## src/rtl/clkstop_pkg.sv

```systemverilog
package clkstop_pkg;
  typedef enum logic {
    ST_HALT = 1'b0,
    ST_RUN  = 1'b1
  } run_state_t;

  localparam logic [2:0] MODE_HIZ = 3'b000;
endpackage

```

## src/rtl/cs_sync.sv

```systemverilog
module cs_sync #(
  parameter int   STAGES  = 2,
  parameter logic RST_VAL = 1'b1
) (
  input  logic clk,
  input  logic rst,
  input  logic d,
  output logic q
);
  logic [STAGES-1:0] chain_q;

  generate
    for (genvar s = 0; s < STAGES; s++) begin : g_stage
      if (s == 0) begin : g_first
        always_ff @(posedge clk) begin
          if (rst) chain_q[0] <= RST_VAL;
          else     chain_q[0] <= d;
        end
      end else begin : g_next
        always_ff @(posedge clk) begin
          if (rst) chain_q[s] <= RST_VAL;
          else     chain_q[s] <= chain_q[s-1];
        end
      end
    end
  endgenerate

  assign q = chain_q[STAGES-1];
endmodule

```

## src/rtl/cs_qualify.sv

```systemverilog
module cs_qualify
  import clkstop_pkg::*;
#(
  parameter int QUAL = 2
) (
  input  logic clk,
  input  logic rst,
  input  logic smp,
  output logic run
);
  localparam int CW = (QUAL > 1) ? $clog2(QUAL) : 1;

  run_state_t    state_q;
  logic [CW-1:0] cnt_q;

  always_ff @(posedge clk) begin
    if (rst) begin
      state_q <= ST_RUN;
      cnt_q   <= '0;
    end else if (smp != logic'(state_q)) begin
      if (cnt_q == CW'(QUAL - 1)) begin
        state_q <= run_state_t'(smp);
        cnt_q   <= '0;
      end else begin
        cnt_q <= cnt_q + 1'b1;
      end
    end else begin
      cnt_q <= '0;
    end
  end

  assign run = (state_q == ST_RUN);

  generate
    if (QUAL >= 2) begin : g_chk
      // a stop needs the two preceding samples both low
      a_r2_stop_needs_two_lows: assert property (@(posedge clk) disable iff (rst)
        $fell(run) |-> (!$past(smp) && !$past(smp, 2)));
      // a restart needs the two preceding samples both high
      a_r5_restart_needs_two_highs: assert property (@(posedge clk) disable iff (rst)
        $rose(run) |-> ($past(smp) && $past(smp, 2)));
    end
  endgenerate
endmodule

```

## src/rtl/cs_gate.sv

```systemverilog
module cs_gate #(
  parameter int NUM_OUT = 4
) (
  input  logic               clk,
  input  logic               rst,
  input  logic               run,
  input  logic [NUM_OUT-1:0] en,
  output logic [NUM_OUT-1:0] gate_q
);
  generate
    for (genvar i = 0; i < NUM_OUT; i++) begin : g_gate
      // updated only while clk is low, so pulses are never clipped
      always_ff @(negedge clk) begin
        if (rst) gate_q[i] <= 1'b0;
        else     gate_q[i] <= run & en[i];
      end

      // a cleared enable parks its output at the next low phase
      a_r6_disable_forces_low: assert property (@(negedge clk) disable iff (rst)
        !en[i] |=> !gate_q[i]);
      // power-down wins over any enable value
      a_r8_halt_forces_low: assert property (@(negedge clk) disable iff (rst)
        !run |=> !gate_q[i]);
    end
  endgenerate
endmodule

```

## src/rtl/clkstop_ctrl.sv

```systemverilog
module clkstop_ctrl
  import clkstop_pkg::*;
#(
  parameter int NUM_OUT   = 4,
  parameter int SYNC_LEN  = 2,
  parameter int QUAL_CNT  = 2
) (
  input  logic               clk,
  input  logic               rst,
  input  logic               pd_n_raw,
  input  logic [NUM_OUT-1:0] clk_en,
  input  logic [2:0]         mode_sel,
  output logic [NUM_OUT-1:0] clk_out,
  output logic [NUM_OUT-1:0] clk_oe
);
  logic pd_n_sync;
  logic run;
  logic [NUM_OUT-1:0] gate_q;

  cs_sync #(.STAGES(SYNC_LEN), .RST_VAL(1'b1)) u_sync (
    .clk (clk),
    .rst (rst),
    .d   (pd_n_raw),
    .q   (pd_n_sync)
  );

  cs_qualify #(.QUAL(QUAL_CNT)) u_qual (
    .clk (clk),
    .rst (rst),
    .smp (pd_n_sync),
    .run (run)
  );

  cs_gate #(.NUM_OUT(NUM_OUT)) u_gate (
    .clk    (clk),
    .rst    (rst),
    .run    (run),
    .en     (clk_en),
    .gate_q (gate_q)
  );

  assign clk_out = {NUM_OUT{clk}} & gate_q;

  always_ff @(posedge clk) begin
    if (rst)                    clk_oe <= '0;
    else if (mode_sel == MODE_HIZ) clk_oe <= '0;
    else                        clk_oe <= '1;
  end

  // the off code releases every driver after the edge that sees it
  a_r7_hiz_code: assert property (@(posedge clk) disable iff (rst)
    (mode_sel == MODE_HIZ) |=> (clk_oe == '0));
  // any other code drives all outputs
  a_r7_drive_code: assert property (@(posedge clk) disable iff (rst)
    (mode_sel != MODE_HIZ) |=> (clk_oe == '1));
endmodule

```

## config.mk

```make
export PLATFORM = sky130hd
export DESIGN_NAME = clkstop_ctrl
export DESIGN_NICKNAME = d
export VERILOG_FILES = /design/src/rtl/clkstop_pkg.sv /design/src/rtl/cs_sync.sv /design/src/rtl/cs_qualify.sv /design/src/rtl/cs_gate.sv /design/src/rtl/clkstop_ctrl.sv
export SDC_FILE = /design/constraint.sdc
export NUM_CORES = 1
export LEC_CHECK = 0
export BUFFER_PORTS_ARGS = -buffer_cell sky130_fd_sc_hd__buf_2
export CAP_MARGIN = 10
export CORE_AREA = 2 2 39 41
export CTS_CLUSTER_SIZE = 24
export DETAILED_ROUTE_END_ITERATION = 12
export DIE_AREA = 0 0 41 43
export GPL_TIMING_DRIVEN = 0
export SYNTH_ARGS = -nofsm -noshare
export SYNTH_HDL_FRONTEND = slang
export SYNTH_HIERARCHICAL = 1
export SYNTH_SLANG_ARGS = --single-unit
```

## constraint.sdc

```tcl
create_clock -name clk -period 0.9 [get_ports clk]
set_input_delay 0.18 -clock clk [delete_from_list [all_inputs] [get_ports clk]]
set_output_delay 0.18 -clock clk [all_outputs]
set_load 0.005 [all_outputs]
```

==> impl_metrics.ini <==
[outcome]
status = finished, violations left
violations = setup timing

[floorplan]
num_rows = 14
fp.coreArea_mm2 = 0.001384
dieArea_mm2 = 0.001763
ios = 18
die_height_um = 43
die_w_um = 41
initial_core_util = 0.2288

[synth]
async_reset_ff_frac = 0
ys.flop_type = dfxtp_1
ys_seq_elements = 9
yosys_warnings = 6
yosysSeqAreaShare = 0.5692
synth_area_leaders = dfxtp_1, and3b_1, and2_1
synth_top_area_cell = dfxtp_1
syn_avg_cell_area_um2 = 10.92
syn_area_um2 = 316.6
synth_cell_type_count = 11
synth_top_area_share = 0.5692
post-synth-top-count-cell = dfxtp_1
synth_commonest_cells = dfxtp_1, and2_1, and3b_1
mappedNetlistNets = 39
synth_edf_count = 0
synthCells = 29

[timing]
fin_worst_skew_ns = 0.06632
hold_viol = 0
maxSlewViolCount = 0
worstMarginPinSlew_ns = 0.1641
rsz0062_at_grt = true
setup_viol = 17
tns_ns = -3.738
relSlewSlack = 0.8897
layout_setup_ws_ns = -0.6721

[cells_and_area]
antenna_cells = 0
fin_util = 0.3960
area_growth_pct = 73.12
nets = 70
instances_no_fill = 75
drive_gt1_frac = 0.5085

[power_and_ir_drop]
p_leak_nw = 0.2885
ir_drop_v = 0.0007209
total_power_mw = 1.267
powerDensity_mw_per_mm2 = 2312

[drt]
drt_iter0_markers = 0
route.detailed.drc = 0
routed_via_density = 3.893
final_antenna_net_count = 0
dr.pass1.iters = 1
vias = 292
wl_um = 573
wl_per_cell_um = 7.640

[setup_path]
worst-path-max-fanout = 1
crit_path_start_kind = flop
end_kind = output pin
worst_path_max_delay_cell = dfxtp_1
cp_top_family = flip-flops
path_buf_inv = 1
cpPeakStageDelay_ns = 0.28
cp.arrival_ns = 1.39
crit_required_ns = 0.72
criticalPathCategory = flop to output pin
path_cells = and2_1 -> buf_2

[placement]
place_inst = 62
place.gp.congestion = 0.5515
io_buffers = 17
dp_slack_ns = -0.2326

[run]
maxCapViolations = 0

[global_routing]
antenna_found_initial = 0
grt_pass1_vias = 265
grt_usage = 0.09063
grt.overflow.total = 0
grt_max_degree = 10
grt_pass1_wl_um = 841

[clock_network]
insertion_delay_ns = 0.43
cts_tree = built
clkTransAtPathRegs_ns = 0.06

[hold_path]
hp-class = input pin to flop
## report_power, final
group	switching (mW)	total, mW	internal [mW]
clock network	0.282	0.728	0.446
logic	0.0267	0.101	0.0738
registers	0.0129	0.439	0.426
## per-layer routing
layer	vias up	global-route usage	wire, um
met4	0	0.2267	48
met2	18	0.09375	254
met1	118	0.05519	197
li1	150	-	-
met3	6	0.04712	71
met5	-	0	0
## area by class of cell
type	instances	area, um^2
clock inverters	4	15.01
plain buffers	3	33.78
multi-input cells	16	110.1
well taps	16	20.02
repair buffers	15	107.6
fillers	144	835.8
flip-flops and latches	9	185.2
clock buffers	12	76.32
## registers in the layout, indices dropped and copies added (netlist names)
| register | flops |
|---|---|
| clk_oe | 1 |
| u_gate/gate_q | 4 |
| u_qual/cnt_q | 1 |
| u_qual/run | 1 |
| u_sync/chain_q | 1 |
| u_sync/q | 1 |
## cells by family after synthesis
| group | share of synthesized area |
|---|---|
| xor gates and xnor gates | 0.02767 |
| AOI/OAI and AO/OA | 0.02767 |
| and+or+nand+nor | 0.2925 |
| DFF | 0.5692 |
| buffers and inverters | 0.08299 |
## metrics by stage
step	hold slack [ns]	instance area (um^2)
6_report	0.02524	548.0
2_1_floorplan	0.2524	317.8
3_5_place_dp	0.3620	422.9
5_1_grt	0.01127	548.0
3_3_place_gp	0.3589	422.9
4_1_cts	0.01218	548.0
## worst paths after layout
kind,startpoint,end,slack [ns],depth (start not counted)
worst min register to register,u_sync/chain_q[0]$_SDFF_PP1_,u_sync/q$_SDFF_PP1_,0.41,1
worst max register to register,u_qual/run$_SDFFE_PP1P_,u_gate/gate_q[3]$_SDFF_NP0_,-0.08,1
worst max-delay path,u_gate/gate_q[1]$_SDFF_NP0_,clk_out[1],-0.67,2
worst min-delay path,mode_sel[2],clk_oe[2]$_SDFF_PP0_,0.03,3
## cell usage in the layout (no fill, tap or decap), drive strengths merged
cell and n:
dlygate4sd3 1, or2 2, buf 21, and3b 4, clkbuf 8, and2 4
nor2b 1, dfxtp 9, xnor2 1, nor3 2, a211o 1, inv 4
nor2 1
## what timing repair did
| action | in CTS | in global routing |
|---|---|---|
| endpoints found under the setup margin | 16 | 17 |
| hold endpoints to repair | 1 | 0 |
| gates resized for setup | 9 | 0 |
| setup buffers | 1 | 0 |
| hold buffers | 1 | 0 |
(Power assumes the default switching activity.)
